File: config.mk
export PLATFORM = sky130hd
export DESIGN_NAME = spi_burst_engine
export DESIGN_NICKNAME = d
export VERILOG_FILES = /design/src/rtl/spi_burst_pkg.sv /design/src/rtl/spi_edge_sync.sv /design/src/rtl/spi_rx_shifter.sv /design/src/rtl/spi_tx_shifter.sv /design/src/rtl/spi_burst_engine.sv
export SDC_FILE = /design/constraint.sdc
export NUM_CORES = 1
export LEC_CHECK = 0
export BUFFER_PORTS_ARGS = -buffer_cell sky130_fd_sc_hd__buf_2
export CAP_MARGIN = 30
export CELL_PAD_IN_SITES_DETAIL_PLACEMENT = 1
export CELL_PAD_IN_SITES_GLOBAL_PLACEMENT = 1
export CORE_UTILIZATION = 40
export CTS_CLUSTER_DIAMETER = 40
export DETAILED_ROUTE_END_ITERATION = 7
export GPL_ROUTABILITY_DRIVEN = 0
export PLACE_DENSITY = 0.83
export SLEW_MARGIN = 20
export SYNTH_ARGS = -nofsm -noshare
export SYNTH_HDL_FRONTEND = slang
export SYNTH_SLANG_ARGS = --single-unit
File: constraint.sdc
create_clock -name clk -period 2.2 [get_ports clk]
set_input_delay 0.44 -clock clk [delete_from_list [all_inputs] [get_ports clk]]
set_output_delay 0.44 -clock clk [all_outputs]
set_load 0.02 [all_outputs]
File: src/rtl/spi_burst_pkg.sv
package spi_burst_pkg;

  localparam int unsigned BYTE_W = 8;

  localparam logic [BYTE_W-1:0] OPC_WRSR  = 8'h01;
  localparam logic [BYTE_W-1:0] OPC_WRITE = 8'h02;
  localparam logic [BYTE_W-1:0] OPC_READ  = 8'h03;
  localparam logic [BYTE_W-1:0] OPC_WRDI  = 8'h04;
  localparam logic [BYTE_W-1:0] OPC_RDSR  = 8'h05;
  localparam logic [BYTE_W-1:0] OPC_WREN  = 8'h06;

  typedef enum logic [2:0] {
    PH_OPC,
    PH_ADDR,
    PH_RDATA,
    PH_WDATA,
    PH_SRD,
    PH_SWR,
    PH_CMD,
    PH_SKIP
  } phase_t;

endpackage

File: src/rtl/spi_edge_sync.sv
module spi_edge_sync #(
  parameter int unsigned STAGES = 2
) (
  input  logic clk,
  input  logic rst_n,
  input  logic sck,
  input  logic cs_n,
  input  logic si,
  output logic sck_rise,
  output logic sck_fall,
  output logic cs_active,
  output logic cs_end,
  output logic si_s
);

  logic [STAGES:0]   sck_q;
  logic [STAGES:0]   cs_q;
  logic [STAGES-1:0] si_q;

  always_ff @(posedge clk or negedge rst_n) begin
    if (!rst_n) begin
      sck_q <= '0;
      cs_q  <= '1;
      si_q  <= '0;
    end else begin
      sck_q <= {sck_q[STAGES-1:0], sck};
      cs_q  <= {cs_q[STAGES-1:0], cs_n};
      si_q  <= {si_q[STAGES-2:0], si};
    end
  end

  assign sck_rise  =  sck_q[STAGES-1] & ~sck_q[STAGES];
  assign sck_fall  = ~sck_q[STAGES-1] &  sck_q[STAGES];
  assign cs_active = ~cs_q[STAGES-1];
  assign cs_end    =  cs_q[STAGES-1] & ~cs_q[STAGES];
  assign si_s      =  si_q[STAGES-1];

endmodule

File: src/rtl/spi_rx_shifter.sv
module spi_rx_shifter #(
  parameter int unsigned W = 8
) (
  input  logic         clk,
  input  logic         rst_n,
  input  logic         clr,
  input  logic         shift,
  input  logic         bit_in,
  output logic         byte_done,
  output logic [W-1:0] byte_val
);

  localparam int unsigned CW = $clog2(W);

  logic [CW-1:0] cnt;
  logic [W-1:0]  sh;

  assign byte_val  = {sh[W-2:0], bit_in};
  assign byte_done = shift && (cnt == CW'(W-1));

  always_ff @(posedge clk or negedge rst_n) begin
    if (!rst_n) begin
      cnt <= '0;
      sh  <= '0;
    end else if (clr) begin
      cnt <= '0;
    end else if (shift) begin
      sh  <= byte_val;
      cnt <= (cnt == CW'(W-1)) ? '0 : cnt + 1'b1;
    end
  end

endmodule

File: src/rtl/spi_tx_shifter.sv
module spi_tx_shifter #(
  parameter int unsigned W = 8
) (
  input  logic         clk,
  input  logic         rst_n,
  input  logic         clr,
  input  logic         fall,
  input  logic [W-1:0] src,
  output logic         so
);

  localparam int unsigned CW = $clog2(W);

  logic [CW-1:0] cnt;
  logic [W-1:0]  sh;

  always_ff @(posedge clk or negedge rst_n) begin
    if (!rst_n) begin
      cnt <= '0;
      sh  <= '0;
      so  <= 1'b0;
    end else if (clr) begin
      cnt <= '0;
    end else if (fall) begin
      if (cnt == '0) begin
        so <= src[W-1];
        sh <= {src[W-2:0], 1'b0};
      end else begin
        so <= sh[W-1];
        sh <= {sh[W-2:0], 1'b0};
      end
      cnt <= (cnt == CW'(W-1)) ? '0 : cnt + 1'b1;
    end
  end

  // the output bit only moves on a detected falling edge
  a_r4_so_holds: assert property (@(posedge clk) disable iff (!rst_n)
    !$past(fall) |-> $stable(so));

endmodule

File: src/rtl/spi_burst_engine.sv
module spi_burst_engine
  import spi_burst_pkg::*;
#(
  parameter int unsigned AW          = 17,
  parameter int unsigned SYNC_STAGES = 2
) (
  input  logic              clk,
  input  logic              rst_n,
  input  logic              spi_sck,
  input  logic              spi_cs_n,
  input  logic              spi_si,
  output logic              spi_so,
  output logic              spi_so_oe,
  input  logic              busy,
  output logic [AW-1:0]     mem_addr,
  output logic              mem_re,
  output logic              mem_we,
  output logic [BYTE_W-1:0] mem_wdata,
  input  logic [BYTE_W-1:0] mem_rdata,
  output logic [AW-1:0]     prot_addr,
  input  logic              wr_permit,
  output logic              wen_set,
  output logic              wen_clr,
  input  logic [BYTE_W-1:0] status_in,
  output logic              sr_wr,
  output logic [BYTE_W-1:0] sr_wdata
);

  localparam int unsigned ADDR_BYTES = (AW + BYTE_W - 1) / BYTE_W;
  localparam int unsigned ACC_W      = AW - BYTE_W;
  localparam int unsigned AC_W       = (ADDR_BYTES > 1) ? $clog2(ADDR_BYTES) : 1;

  logic sck_rise, sck_fall, cs_active, cs_end, si_s;
  logic byte_done;
  logic [BYTE_W-1:0] byte_val;

  phase_t            phase;
  logic [BYTE_W-1:0] opc;
  logic [ACC_W-1:0]  acc;
  logic [AC_W-1:0]   acnt;
  logic [AW-1:0]     ptr;
  logic [AW-1:0]     full_addr;
  logic              tx_en;
  logic [BYTE_W-1:0] tx_src;
  logic              so_bit;

  spi_edge_sync #(.STAGES(SYNC_STAGES)) u_sync (
    .clk(clk), .rst_n(rst_n), .sck(spi_sck), .cs_n(spi_cs_n), .si(spi_si),
    .sck_rise(sck_rise), .sck_fall(sck_fall), .cs_active(cs_active),
    .cs_end(cs_end), .si_s(si_s)
  );

  spi_rx_shifter #(.W(BYTE_W)) u_rx (
    .clk(clk), .rst_n(rst_n), .clr(!cs_active), .shift(sck_rise),
    .bit_in(si_s), .byte_done(byte_done), .byte_val(byte_val)
  );

  assign tx_en  = cs_active && (phase == PH_RDATA || phase == PH_SRD);
  assign tx_src = (phase == PH_SRD) ? status_in : mem_rdata;

  spi_tx_shifter #(.W(BYTE_W)) u_tx (
    .clk(clk), .rst_n(rst_n), .clr(!tx_en), .fall(sck_fall),
    .src(tx_src), .so(so_bit)
  );

  assign spi_so    = so_bit;
  assign spi_so_oe = tx_en;
  assign full_addr = {acc, byte_val};
  assign prot_addr = ptr;

  always_ff @(posedge clk or negedge rst_n) begin
    if (!rst_n) begin
      phase     <= PH_OPC;
      opc       <= '0;
      acc       <= '0;
      acnt      <= '0;
      ptr       <= '0;
      mem_addr  <= '0;
      mem_re    <= 1'b0;
      mem_we    <= 1'b0;
      mem_wdata <= '0;
      wen_set   <= 1'b0;
      wen_clr   <= 1'b0;
      sr_wr     <= 1'b0;
      sr_wdata  <= '0;
    end else begin
      mem_re  <= 1'b0;
      mem_we  <= 1'b0;
      wen_set <= 1'b0;
      wen_clr <= 1'b0;
      sr_wr   <= 1'b0;
      if (!cs_active) begin
        if (cs_end && phase == PH_CMD) begin
          wen_set <= (opc == OPC_WREN);
          wen_clr <= (opc == OPC_WRDI);
        end
        phase <= PH_OPC;
        acnt  <= '0;
      end else if (byte_done) begin
        case (phase)
          PH_OPC: begin
            opc <= byte_val;
            case (byte_val)
              OPC_READ, OPC_WRITE: phase <= busy ? PH_SKIP : PH_ADDR;
              OPC_WREN, OPC_WRDI:  phase <= PH_CMD;
              OPC_RDSR:            phase <= PH_SRD;
              OPC_WRSR:            phase <= PH_SWR;
              default:             phase <= PH_SKIP;
            endcase
          end
          PH_ADDR: begin
            acc  <= full_addr[ACC_W-1:0];
            acnt <= acnt + 1'b1;
            if (acnt == AC_W'(ADDR_BYTES - 1)) begin
              if (opc == OPC_READ) begin
                mem_addr <= full_addr;
                mem_re   <= 1'b1;
                ptr      <= full_addr + AW'(1);
                phase    <= PH_RDATA;
              end else begin
                ptr   <= full_addr;
                phase <= PH_WDATA;
              end
            end
          end
          PH_RDATA: begin
            mem_addr <= ptr;
            mem_re   <= 1'b1;
            ptr      <= ptr + AW'(1);
          end
          PH_WDATA: begin
            mem_addr  <= ptr;
            mem_wdata <= byte_val;
            mem_we    <= wr_permit && !busy;
            ptr       <= ptr + AW'(1);
          end
          PH_SWR: begin
            sr_wr    <= 1'b1;
            sr_wdata <= byte_val;
            phase    <= PH_SKIP;
          end
          default: ;
        endcase
      end
    end
  end

  // reads and writes never share a cycle
  a_r6_we_re_excl: assert property (@(posedge clk) disable iff (!rst_n)
    !(mem_we && mem_re));

  // a write strobe needs permission, and no busy, in the deciding cycle
  a_r7_we_needs_permit: assert property (@(posedge clk) disable iff (!rst_n)
    mem_we |-> $past(wr_permit && !busy));

  // a write strobe only follows a cycle inside an open frame
  a_r9_we_in_frame: assert property (@(posedge clk) disable iff (!rst_n)
    mem_we |-> $past(cs_active));

  // latch set and clear never fire together
  a_r2_wen_excl: assert property (@(posedge clk) disable iff (!rst_n)
    !(wen_set && wen_clr));

  // the status write pulse lasts one cycle
  a_r11_sr_single: assert property (@(posedge clk) disable iff (!rst_n)
    sr_wr |=> !sr_wr);

  // read strobes are single-cycle
  a_r5_re_single: assert property (@(posedge clk) disable iff (!rst_n)
    mem_re |=> !mem_re);

endmodule

==> qor.tcl <==
set qor(synth_enable_flop_cells) 0
set qor(fmax_mhz) 471
set qor(cts_tree) {done}
set qor(power.share.sequential_pct) 49.2
set qor(row_count) 41
set qor(hold_viol_final) 0
set qor(cell_internal_pwr_mw) 3.17
set qor(run_status) {finished, final reports clean}
set qor(drt-wirelength-per-cell_um) 19.7
set qor(clk_path_buf_depth) 2
set qor(relative_max_transition_margin_pct) 57.3
set qor(placed_cells) 786
set qor(final_cells) 805
set qor(hpwl_um) 11100
set qor(postSynthRegisterBits) 106
set qor(globalRouteOverflowTotal) 0
set qor(crit_required_ns) 2.49
set qor(cellPowerDensity_mw_per_mm2) 668
set qor(cts-root-buf) {clkbuf_16}
set qor(syn-mean-instance-area_um2) 9.88
set qor(timing.hold.ws_ns) 0.174
set qor(min_period_over_period_pct) 96.4
set qor(antenna-diode-count) 0
set qor(htree_num_levels) 3
set qor(endpoint_kind) {register}
set qor(switching_power_mw) 1.17
set qor(initial_antenna_violation_count) 0
set qor(postSynth.topFlopCell) {dfrtp_1}
set qor(final_nets) 662
set qor(max_cap_violations) 0
set qor(mappedNetlistArea_mm2) 0.00535
set qor(yosysWarnings) 0
set qor(initial_core_util_pct) 41.7
set qor(cts_made_buffers) 9
set qor(clkSlewWorstSetupHoldPaths_ns) 0.07
set qor(worstHoldPathCells) 1
set qor(clkSinkCount) 106
set qor(timing_worst_slew_pin_value_ns) 0.640
set qor(reg2regPathDepth) 9
set qor(p_sw_share_pct) 26.9
set qor(grt_max_degree) 64
set qor(start_kind) {register}
set qor(avgViaCountPerCell) 5.67
set qor(critical_path_maximum_fanout) 17
set qor(synth-async-reset-ratio_pct) 100
set qor(post_dp_cell_area_mm2) 0.00605
set qor(ant_nets) 0
set qor(final-max-slew-violation-count) 0
set qor(synth_cell_type_count) 57
set qor(vdd_drop_max_mv) 0.557
set qor(postRouteWirelength_um) 15900
set qor(die_area_mm2) 0.0138
set qor(layout.core_utilization_pct) 50.6
set qor(critPathArrivalTime_ns) 2.41
set qor(design_area_mm2) 0.00649
set qor(p_comb_share_pct) 9.9
set qor(total_leakage_power_nw) 2.94
set qor(global_route_usage_over_all_layers_pct) 24.1
set qor(synth_seq_area_share_pct) 49.7
set qor(layout-drive-gt1-share_pct) 28.1
set qor(fin_worst_skew_ns) 0.00944
set qor(grt_pass1_vias) 4925
set qor(core_mm2) 0.0128
set qor(place.port_buffers) 79
set qor(final_critical_path_time_including_i_o_delays_and_setup_ns) 2.12
set qor(insertion_delay_ns) 0.36
set qor(die_height_um) 118
set qor(pin_count) 80
set qor(drc) 0
set qor(synthesis.instances) 541
set qor(final-setup-viol-count) 0
set qor(route.vias.total) 4568
set qor(synth_nets) 575
set qor(clkPwrFrac_pct) 40.9
set qor(die_width_um) 118
set qor(area_growth_pct) 21.3
set qor(drtPass1Iterations) 4
set qor(criticalPathCategory) {register to register}
set qor(hold_class) {input pin to register}
set qor(detailedRoute.firstIterationViolations) 209
set qor(fill_cell_total_of_the_finished_layout) 1493
set qor(grt_pass1_wl_um) 26100
## flip-flops by register name, summed over array words and instances (netlist names), 7 cells and up
register / cells
acc: 9
mem_addr: 17
mem_wdata: 8
opc: 8
prot_addr: 17
sr_wdata: 8
u_rx.sh: 7
u_tx.sh: 7
## repair_timing
item                                   CTS  global route
setup buffers                            0             1
endpoints found under the hold margin   24             0
resized for setup                        0            16
setup endpoints to repair                0            46
hold buffers                             1             0
## synthesized netlist by cell type, types with 4 or more instances
master    number  share of area (%)
or3_1          8               0.94
a21oi_1       22                2.1
dfrtp_1      103                 48
buf_2          8               0.75
mux2i_1       12                2.2
o221ai_1       4               0.66
nand4_1       11                1.3
mux2_1         9                1.9
nor2_1        41                2.9
o21ai_0       30                2.8
clkbuf_1      24                1.7
ha_1          11                2.6
o31ai_1        4               0.56
nand2b_1       8               0.94
and3_1         7               0.82
xnor2_1        9                1.5
a31oi_1       21                2.5
nor3_1        10               0.94
o21ai_1       11                1.0
nand2_1       74                5.2
mux2_2        23                4.8
inv_1         12               0.84
nand3_1       17                1.6
xor2_1         6               0.98
## per-layer routing
layer  track usage, %  routed length (um)  up-vias
li1                 -                   -     2098
met1             31.0                6730     2320
met2             39.5                7930      128
met3             4.51                 952       22
met4             10.4                 261        0
met5                0                   0        -
## placed cells by master (no fill, tap or decap), types with 4 or more instances in the layout
master,count
dfrtp_1,100
buf_2,78
nand2_1,74
nor2_1,41
o21ai_0,30
buf_4,24
mux2_2,23
a21oi_1,21
a31oi_1,21
nand3_1,16
inv_1,12
mux2i_1,12
nand4_1,11
o21ai_1,10
nor3_1,10
clkbuf_16,10
mux2_1,9
xnor2_1,9
ha_1,9
nand2b_1,8
and3_1,7
or3_1,7
xor2_1,6
o221ai_1,4
o31ai_1,4
## worst paths after layout
kind / startpoint / end / slack (ns)
setup / recovery: u_rx.cnt[0] / mem_addr[11] / 0.08
hold / removal: spi_cs_n / u_sync.cs_q[0] / 0.17
setup reg to reg: u_rx.cnt[0] / mem_addr[11] / 0.08
hold reg to reg: u_sync.cs_q[0] / u_sync.cs_q[1] / 0.36
max in group asynchronous: rst_n / u_sync.cs_q[2] / 0.93
min in group asynchronous: rst_n / sr_wdata[3] / 0.56
## area by class of cell
type                    count  area (um^2)  share of cell area [%]
clock inverters             7         98.8                    1.52
repair buffers            108          668                    10.3
well taps                 172          215                    3.32
inverters                  12         45.0                   0.694
flip-flops and latches    106         2660                    41.0
clock buffers               9          225                    3.47
multi-input cells         391         2570                    39.7
## critical path, stage by stage (launching register included)
cell	delay (ns)
dfrtp_1	0.37
ha_2	0.20
ha_4	0.15
nand3b_4	0.13
or4_4	0.54
a21oi_4	0.18
buf_4	0.16
clkbuf_16	0.16
nor2_1	0.04
a31oi_1	0.12
## cells by family after synthesis
logic type | synth area share, %
DFF | 49.7
AOI/OAI and AO/OA | 12.1
muxes | 8.99
buffers and inverters | 3.28
adders and majority gates | 2.57
and+or+nand+nor | 20.9
xor gates and xnor gates | 2.46
## stage by stage
stage                     setup slack (ns)  setup TNS (ns)  total power, mW
after floorplan                     0.0411               0             2.33
after global placement               0.107               0             2.55
after detailed placement            0.0399               0             2.58
after CTS                          0.00395               0             4.37
after global routing               -0.0235         -0.0692             4.49
final                               0.0786               0             4.33
## power groups by stage
stage                     registers (mW)  clock network, mW  logic [mW]
final                               2.13               1.77       0.429
after global routing                2.14               1.88       0.475
after detailed placement            2.16                  0       0.419
after global placement              2.16                  0       0.395
after CTS                           2.13               1.82       0.429
after floorplan                     2.08                  0       0.249
No activity file was read; power rests on OpenSTA's default activity.
